===== src/rtl/irq_pkg.sv =====
package irq_pkg;
  localparam int unsigned VEC_W_DEF  = 16;
  localparam int unsigned NSRC_DEF   = 8;
  localparam int unsigned NSUB_DEF   = 8;
  localparam logic [15:0] VEC_BASE_DEF = 16'h2000;
endpackage


===== src/rtl/irq_sub_pend.sv =====
module irq_sub_pend #(
  parameter int unsigned NSUB = 8
) (
  input  logic            clk,
  input  logic            rst,
  input  logic [NSUB-1:0] evt,
  input  logic [NSUB-1:0] mask,
  input  logic            rd_en,
  input  logic            wr_en,
  input  logic [NSUB-1:0] wr_data,
  output logic [NSUB-1:0] pend_q,
  output logic            mux_line
);
  logic [NSUB-1:0] pend_d;

  always_comb begin
    pend_d = pend_q;
    if (rd_en) pend_d = '0;
    if (wr_en) pend_d = pend_d & ~wr_data;
    pend_d = pend_d | evt;
  end

  always_ff @(posedge clk) begin
    if (rst) pend_q <= '0;
    else     pend_q <= pend_d;
  end

  assign mux_line = |(pend_q & mask);

  // read strobe without new events leaves the register empty
  p_rd_clear_r11: assert property (@(posedge clk) disable iff (rst)
    (rd_en && !(|evt)) |=> (pend_q == '0));
endmodule


===== src/rtl/irq_pend_reg.sv =====
module irq_pend_reg #(
  parameter int unsigned NSRC     = 8,
  parameter logic [NSRC-1:0] IMPL = '1,
  localparam int unsigned IW      = $clog2(NSRC)
) (
  input  logic            clk,
  input  logic            rst,
  input  logic [NSRC-1:0] hw_set,
  input  logic            sw_wr_en,
  input  logic [NSRC-1:0] sw_wr_data,
  input  logic            ack_valid,
  input  logic [IW-1:0]   ack_idx,
  output logic [NSRC-1:0] pend_d,
  output logic [NSRC-1:0] pend_q
);
  for (genvar i = 0; i < NSRC; i++) begin : g_cell
    if (IMPL[i]) begin : g_impl
      always_comb begin
        if (hw_set[i])                              pend_d[i] = 1'b1;
        else if (ack_valid && (ack_idx == IW'(i)))  pend_d[i] = 1'b0;
        else if (sw_wr_en)                          pend_d[i] = sw_wr_data[i];
        else                                        pend_d[i] = pend_q[i];
      end
    end else begin : g_rsv
      assign pend_d[i] = 1'b0;
    end
  end

  always_ff @(posedge clk) begin
    if (rst) pend_q <= '0;
    else     pend_q <= pend_d;
  end

  // a hardware set always lands
  p_hw_set_r2: assert property (@(posedge clk) disable iff (rst)
    (|(hw_set & IMPL)) |=> ((pend_q & $past(hw_set & IMPL)) == $past(hw_set & IMPL)));

  // an acknowledged winner is cleared unless re-requested
  p_ack_clr_r7: assert property (@(posedge clk) disable iff (rst)
    (ack_valid && !hw_set[ack_idx]) |=> !pend_q[$past(ack_idx)]);
endmodule


===== src/rtl/irq_vec_sel.sv =====
module irq_vec_sel #(
  parameter int unsigned NSRC     = 8,
  parameter int unsigned VW       = 16,
  parameter logic [VW-1:0] BASE   = 16'h2000,
  localparam int unsigned IW      = $clog2(NSRC),
  localparam logic [VW-1:0] VMAX  = BASE + VW'(2 * (NSRC - 1))
) (
  input  logic            clk,
  input  logic            rst,
  input  logic [NSRC-1:0] pend_next,
  input  logic [NSRC-1:0] mask,
  input  logic            gie,
  output logic            irq_q,
  output logic [VW-1:0]   vec_q,
  output logic [IW-1:0]   win_q
);
  logic [NSRC-1:0] cand;
  logic            found;
  logic [IW-1:0]   idx;

  assign cand = pend_next & mask;

  always_comb begin
    found = 1'b0;
    idx   = '0;
    for (int i = 0; i < NSRC; i++) begin
      if (cand[i]) begin
        found = 1'b1;
        idx   = IW'(i);
      end
    end
  end

  always_ff @(posedge clk) begin
    if (rst) begin
      irq_q <= 1'b0;
      vec_q <= BASE;
      win_q <= '0;
    end else begin
      irq_q <= gie & found;
      vec_q <= BASE + (VW'(idx) << 1);
      win_q <= idx;
    end
  end

  // no request without the global enable
  p_gie_gate_r5: assert property (@(posedge clk) disable iff (rst)
    irq_q |-> $past(gie));

  // presented vector is even and inside the table
  p_vec_range_r6: assert property (@(posedge clk) disable iff (rst)
    irq_q |-> (!vec_q[0] && vec_q >= BASE && vec_q <= VMAX));
endmodule


===== src/rtl/irq_vector_unit.sv =====
module irq_vector_unit
  import irq_pkg::*;
#(
  parameter int unsigned NSRC      = NSRC_DEF,
  parameter int unsigned NSUB      = NSUB_DEF,
  parameter int unsigned VW        = VEC_W_DEF,
  parameter logic [VW-1:0] VEC_BASE = VEC_BASE_DEF,
  parameter logic [NSRC-1:0] IMPL_MASK = '1,
  localparam int unsigned IW       = $clog2(NSRC)
) (
  input  logic            clk,
  input  logic            rst,
  input  logic [NSRC-2:0] hw_req,
  input  logic            sw_wr_en,
  input  logic [NSRC-1:0] sw_wr_data,
  output logic [NSRC-1:0] pend_rd_data,
  input  logic [NSRC-1:0] int_mask,
  input  logic            glb_en,
  input  logic            vec_taken,
  output logic            irq_req,
  output logic [VW-1:0]   irq_vector,
  input  logic [NSUB-1:0] sub_evt,
  input  logic [NSUB-1:0] sub_mask,
  input  logic            sub_rd_en,
  input  logic            sub_wr_en,
  input  logic [NSUB-1:0] sub_wr_data,
  output logic [NSUB-1:0] sub_rd_data
);
  logic            mux_line;
  logic [NSRC-1:0] hw_set;
  logic [NSRC-1:0] pend_d;
  logic [IW-1:0]   win_q;
  logic            ack_valid;

  irq_sub_pend #(.NSUB(NSUB)) u_sub (
    .clk(clk), .rst(rst), .evt(sub_evt), .mask(sub_mask),
    .rd_en(sub_rd_en), .wr_en(sub_wr_en), .wr_data(sub_wr_data),
    .pend_q(sub_rd_data), .mux_line(mux_line)
  );

  assign hw_set    = {hw_req, mux_line} & IMPL_MASK;
  assign ack_valid = vec_taken & irq_req;

  irq_pend_reg #(.NSRC(NSRC), .IMPL(IMPL_MASK)) u_pend (
    .clk(clk), .rst(rst), .hw_set(hw_set),
    .sw_wr_en(sw_wr_en), .sw_wr_data(sw_wr_data),
    .ack_valid(ack_valid), .ack_idx(win_q),
    .pend_d(pend_d), .pend_q(pend_rd_data)
  );

  irq_vec_sel #(.NSRC(NSRC), .VW(VW), .BASE(VEC_BASE)) u_sel (
    .clk(clk), .rst(rst), .pend_next(pend_d), .mask(int_mask),
    .gie(glb_en), .irq_q(irq_req), .vec_q(irq_vector), .win_q(win_q)
  );

  // an enabled secondary bit raises primary bit 0
  p_mux_bit0_r10: assert property (@(posedge clk) disable iff (rst)
    (IMPL_MASK[0] && |(sub_rd_data & sub_mask)) |=> pend_rd_data[0]);
endmodule


===== config.mk =====
export PLATFORM = sky130hd
export DESIGN_NAME = irq_vector_unit
export DESIGN_NICKNAME = d
export VERILOG_FILES = /design/src/rtl/irq_pkg.sv /design/src/rtl/irq_sub_pend.sv /design/src/rtl/irq_pend_reg.sv /design/src/rtl/irq_vec_sel.sv /design/src/rtl/irq_vector_unit.sv
export SDC_FILE = /design/constraint.sdc
export NUM_CORES = 1
export LEC_CHECK = 0
export ABC_AREA = 1
export BUFFER_PORTS_ARGS = -buffer_cell sky130_fd_sc_hd__buf_2
export CAP_MARGIN = 40
export CORE_AREA = 5 5 52 72
export DETAILED_ROUTE_END_ITERATION = 16
export DIE_AREA = 0 0 57 77
export GPL_ROUTABILITY_DRIVEN = 0
export PLACE_DENSITY = 0.73
export SLEW_MARGIN = 20
export SYNTH_ARGS = -nofsm -noshare
export SYNTH_HDL_FRONTEND = slang
export SYNTH_SLANG_ARGS = --single-unit

===== constraint.sdc =====
create_clock -name clk -period 1.6 [get_ports clk]
set_clock_uncertainty 0.2 [all_clocks]
set_input_delay 0 -clock clk [delete_from_list [all_inputs] [get_ports clk]]
set_output_delay 0 -clock clk [all_outputs]
set_load 0.005 [all_outputs]

---- After elaboration in Yosys (flattened, before gate mapping) ----
Index checks and enable logic that the tools add are counted.
operators by class
  bitwise operators ....................... 7
  magnitude comparators ................... 0
  equal/unequal tests ..................... 7
  div/mod/pow operators ................... 0
  $add $sub $neg .......................... 1
  $mul .................................... 0
  shifts and indexed selects .............. 0
  reductions and logical operators ........ 10
  multiplexer cells ....................... 41
operator list
  operator                                              count
  2-to-1 mux 1 bit                                      33
  bitwise AND 8 bit                                     3
  2-to-1 mux 8 bit                                      2
  adder 14 x 4 -> 15 bit (first input constant)         1
  equality test 3 bit (second input constant)           4
  2-to-1 mux 3 bit                                      4
  logical AND 1 bit                                     8
  NOT 8 bit                                             1
  bitwise OR 8 bit                                      1
  OR reduction 8 bit                                    1
  equality test 3 x 2 -> 1 bit (second input constant)  2
  2-to-1 mux 2 bit                                      2
  equality test 3 x 1 -> 1 bit (second input constant)  1
  zero test 3 bit                                       1
  bitwise AND 1 bit                                     2
word-level totals
  memory bits (writable) .................. 0
  flip-flop bits (word level) ............. 36
  memories ................................ 0
  output and inout bits ................... 33
  input port bits ......................... 54
  bits in latches ......................... 0
  bits in read-only memories .............. 0
  logic and storage cells ................. 71

---- Depth between registers and ports, before layout ----
  word-level depth ........................ 14
  depth in mapped cells ................... 12
  mapped depth without buffers ............ 12

---- Modules after synthesis ----
From an unflattened synthesis, not the netlist that was laid out.
second synthesis, totals
  cell total of the unflattened synthesis .. 195
  area total of the unflattened synthesis .. 1316.3 um^2
modules (own cells, without submodules)
  module           instances  area an instance (um^2)  sequential area each (um^2)  cells an instance
  irq_pend_reg     1          508.0                    160.2                        86
  irq_sub_pend     1          471.7                    160.2                        58
  irq_vec_sel      1          329.1                    80.1                         49
  irq_vector_unit  1          7.5                      0.0                          2

---- Worst setup path after synthesis ----
OpenSTA, ideal clock, no wires.
  path type ............................... register -> register
  from .................................... register u_sel.irq_q
  to ...................................... register u_sel.vec_q[2]
  stages on the path, launching flop included .. 10
  library setup time ...................... 0.128 ns
  path slack .............................. 0.204 ns
  period minus slack after synthesis ...... 1.396 ns
  arrival time ............................ 1.069 ns
  required time ........................... 1.272 ns
  path buffers ............................ 0
  cell sequence ........................... dfxtp_1 > nand2_1 > nor2_1 > nand3_1 > nand2_1 > nand2_1 > nand2_1 > nand2_1 > a31oi_1 > nor2_1
between the ends
  word-level cells in the longest chain between the ends .. 13
  elaborated cells between the ends (all ways) .. 31
  those cells by class .................... add/sub: 1; mux: 21; bitwise: 2; reduce/logical: 7
RTL lines
  element                         RTL line               text
  start: declaration              irq_vec_sel.sv:13      output logic irq_q,
  start signal: assignment        irq_vec_sel.sv:40      irq_q <= gie & found;
  bitwise AND 1 bit *             irq_vector_unit.sv:42  assign ack_valid = vec_taken & irq_req;
  logical AND 1 bit               irq_pend_reg.sv:20     else if (ack_valid && (ack_idx == IW'(i))) pend_d[i] = 1'b0;
  2-to-1 mux 1 bit                irq_pend_reg.sv:20
  2-to-1 mux 1 bit                irq_pend_reg.sv:19     if (hw_set[i]) pend_d[i] = 1'b1;
  bitwise AND 8 bit *             irq_vec_sel.sv:21      assign cand = pend_next & mask;
  2-to-1 mux 1 bit                irq_vec_sel.sv:27      if (cand[i]) begin
  2-to-1 mux 2 bit (2 in series)  irq_vec_sel.sv:27
  2-to-1 mux 3 bit (3 in series)  irq_vec_sel.sv:27
  2-to-1 mux 3 bit *              irq_vec_sel.sv:27
  adder 14 x 4 -> 15 bit *        irq_vec_sel.sv:41      vec_q <= BASE + (VW'(idx) << 1);
  end signal: assignment          irq_vec_sel.sv:41
  end: declaration                irq_vec_sel.sv:14      output logic [VW-1:0] vec_q,
Every way passes the cells marked *; elsewhere a longest branch is shown, timed or not.
A chain may end at the register's enable or synchronous reset.

---- Worst setup path after layout ----
  from .................................... input port sub_evt[7]
  to ...................................... register u_sub.pend_q[7]
between the ends
  word-level cells in the longest chain between the ends .. 1
RTL lines
  element                 RTL line               text
  start: declaration      irq_vector_unit.sv:22  input logic [NSUB-1:0] sub_evt,
  bitwise OR 8 bit        irq_sub_pend.sv:20     pend_d = pend_d | evt;
  end signal: assignment  irq_sub_pend.sv:25     else pend_q <= pend_d;
  end: declaration        irq_sub_pend.sv:11     output logic [NSUB-1:0] pend_q,
No other way between the ends.

==> results.sh <==
export IMPL_p_per_area_nw_per_um2=657
export IMPL_maxCapViolations=0
export IMPL_switching_share_pct=27.2
export IMPL_floorplan_initialDensity_pct=36.2
export IMPL_pre_cts_ws_ns=0.0228
export IMPL_fillCellCount=270
export IMPL_overflow=0
export IMPL_power_leakage_nw=1.09
export IMPL_die_x_um=57
export IMPL_tritoncts="built"
export IMPL_clk_path_buf_depth=2
export IMPL_track_usage_pct=17.9
export IMPL_grt_max_degree=21
export IMPL_clk_latency_ns=0.25
export IMPL_cts_sinks=20
export IMPL_drive_gt1_share_pct=36.2
export IMPL_die_y_um=77
export IMPL_ys_types=21
export IMPL_drtIter0Drc=36
export IMPL_viasPerCell=4.46
export IMPL_dpl_instance_area_um2=1450
export IMPL_hold_path_class="primary input to flop"
export IMPL_whs_ns=0.0281
export IMPL_io_pins=87
export IMPL_fmax_ghz=0.657
export IMPL_p_sw_w=0.000361
export IMPL_dieArea_um2=4390
export IMPL_yosys_warnings=0
export IMPL_routedWlPerCell_um=12.1
export IMPL_avgSynthCellArea_um2=6.65
export IMPL_drt_total_wl_mm=3.95
export IMPL_grt_pass1_vias=1525
export IMPL_clockRootBuffer="clkbuf_8"
export IMPL_max_vdd_ir_drop_v=0.000563
export IMPL_critPathCaptureType="flop"
export IMPL_drc=0
export IMPL_cts_buffers_inserted=3
export IMPL_final_max_slew_viol_count=0
export IMPL_setup_ws_ns=0.0771
export IMPL_n_antenna_cell=0
export IMPL_htreeDepth=1
export IMPL_final_area_um2=2020
export IMPL_outcome="complete, no violations"
export IMPL_finalSetupViolations=0
export IMPL_layout_common_cells="buf_2 (73), dlygate4sd3_1 (47), nand2_1 (45), inv_1 (20), dfxtp_1 (17)"
export IMPL_syn_to_final_growth_pct=82.4
export IMPL_comb_power_share_pct=28.7
export IMPL_pwr_share_seq_pct=42.4
export IMPL_syn_cell_area_um2=1110
export IMPL_nNetsFinal=342
export IMPL_final_setup_tns_ns=0
export IMPL_coreArea_um2=3060
export IMPL_detailed_place_hpwl_mm=2.56
export IMPL_port_buffers=73
export IMPL_antenna_found_initial=0
export IMPL_ys_ff_latch=20
export IMPL_ant_nets=0
export IMPL_dr_total_vias=1453
export IMPL_row_count=24
export IMPL_arrival_ns=1.46
export IMPL_p_int_w=0.000968
export IMPL_clk_pin_slew_worst_paths_ns=0.07
export IMPL_syn_inst=167
export IMPL_path_class="primary input to flop"
export IMPL_period_share_pct=95.2
export IMPL_placed_cells=274
export IMPL_grt_pass1_wl_mm=6.35
export IMPL_required_ns=1.53
export IMPL_yosysSeqAreaShare_pct=36.1
export IMPL_final_common_cell="buf_2"
export IMPL_final_hold_viol_count=0
export IMPL_fin_crit_ns=1.52
export IMPL_p_clk_share_pct=28.9
export IMPL_stdcell_count=326
export IMPL_path_max_fanout=1
export IMPL_drt_pass1_iter_count=4
export IMPL_cp_start_kind="primary input"
==> registers in the layout, indices dropped and copies added, names as in the netlist <==
| name | count |
|---|---|
| u_pend.pend_q | 8 |
| u_sel.irq_q | 1 |
| u_sel.vec_q | 3 |
| u_sub.pend_q | 8 |
==> routing by layer <==
metal  up-vias  GRT usage, %  share of wire, %
met5         -             0                 0
met4         0          6.03               1.6
met3        10          6.22                11
met2        77          33.9                53
met1       627          17.2                34
li1        739             -                 -
==> power groups by stage <==
stage	combinational [W]	clock [W]	sequential (W)
detailed placement	0.000267	0	0.000569
floorplan	0.000160	0	0.000573
global placement	0.000264	0	0.000569
finish	0.000382	0.000384	0.000563
global route	0.000426	0.000413	0.000568
CTS	0.000359	0.000399	0.000559
==> through the flow <==
| step | power, W | util [%] |
|---|---|---|
| 2_1_floorplan | 0.000733 | - |
| 3_3_place_gp | 0.000833 | 47.4 |
| 3_5_place_dp | 0.000836 | 47.4 |
| 4_1_cts | 0.00132 | 64.7 |
| 5_1_grt | 0.00141 | 66.1 |
| 6_report | 0.00133 | 66.1 |
==> final timing paths <==
path,cells after the start,from,slack [ns],to
setup / recovery,5,sub_evt[7],0.08,u_sub.pend_q[7]
hold / removal,6,sw_wr_data[4],0.03,u_pend.pend_q[4]
setup reg to reg,10,u_sel.vec_q[2],0.12,u_sel.irq_q
hold reg to reg,4,u_pend.pend_q[2],0.40,u_pend.pend_q[2]
==> worst max-delay path, cell delays in order <==
cell and delay [ns]:
dlygate4sd3_1 0.55, buf_2 0.13, a31oi_1 0.15, dlygate4sd3_1 0.58, nor2_1 0.04
==> synth_stat cells <==
| cell type | count | area (um2) |
|---|---|---|
| nor2_1 | 17 | 63.8 |
| nand2_2 | 3 | 18.8 |
| o211ai_1 | 1 | 7.51 |
| a21o_2 | 1 | 8.76 |
| mux2_2 | 2 | 22.5 |
| nand3_1 | 3 | 15.0 |
| o21ai_1 | 1 | 5.00 |
| buf_4 | 13 | 97.6 |
| inv_2 | 1 | 3.75 |
| dfxtp_1 | 20 | 400 |
| inv_1 | 21 | 78.8 |
| a21oi_2 | 2 | 17.5 |
| conb_1 | 2 | 7.51 |
| clkbuf_1 | 3 | 11.3 |
| a21oi_1 | 8 | 40.0 |
| o21ai_0 | 4 | 20.0 |
| o21ai_2 | 1 | 8.76 |
| buf_6 | 1 | 11.3 |
| a31oi_1 | 10 | 62.6 |
| nand2_1 | 51 | 191 |
| a22o_1 | 2 | 17.5 |
==> cell families (layout without fill, tap and decap cells) <==
group / Yosys count / count (layout) / share of synthesized area [%]
buf+inv: 39 / 148 / 18.3
compound gates: 30 / 30 / 16.9
mux: 2 / 2 / 2.03
simple gates: 74 / 74 / 26.0
flops: 20 / 20 / 36.1
other cells: 2 / 13 / 0.677
==> what timing repair did <==
item                                    in CTS  in global routing
cloned                                       0                  0
buffers inserted                             0                  1
endpoints found under the hold margin       20                  0
hold buffers                                47                  0
resized for setup                            1                 15
endpoints found under the setup margin       1                  4
==> area by class of cell <==
class	instances	area (um2)	area share, %
Timing Repair Buffer	122	851	42.0
Multi-Input combinational cell	119	583	28.8
Sequential cell	20	404	20.0
Inverter	22	82.6	4.08
Clock buffer	4	55.1	2.72
Tap cell	39	48.8	2.41
(Power assumes the default switching activity.)
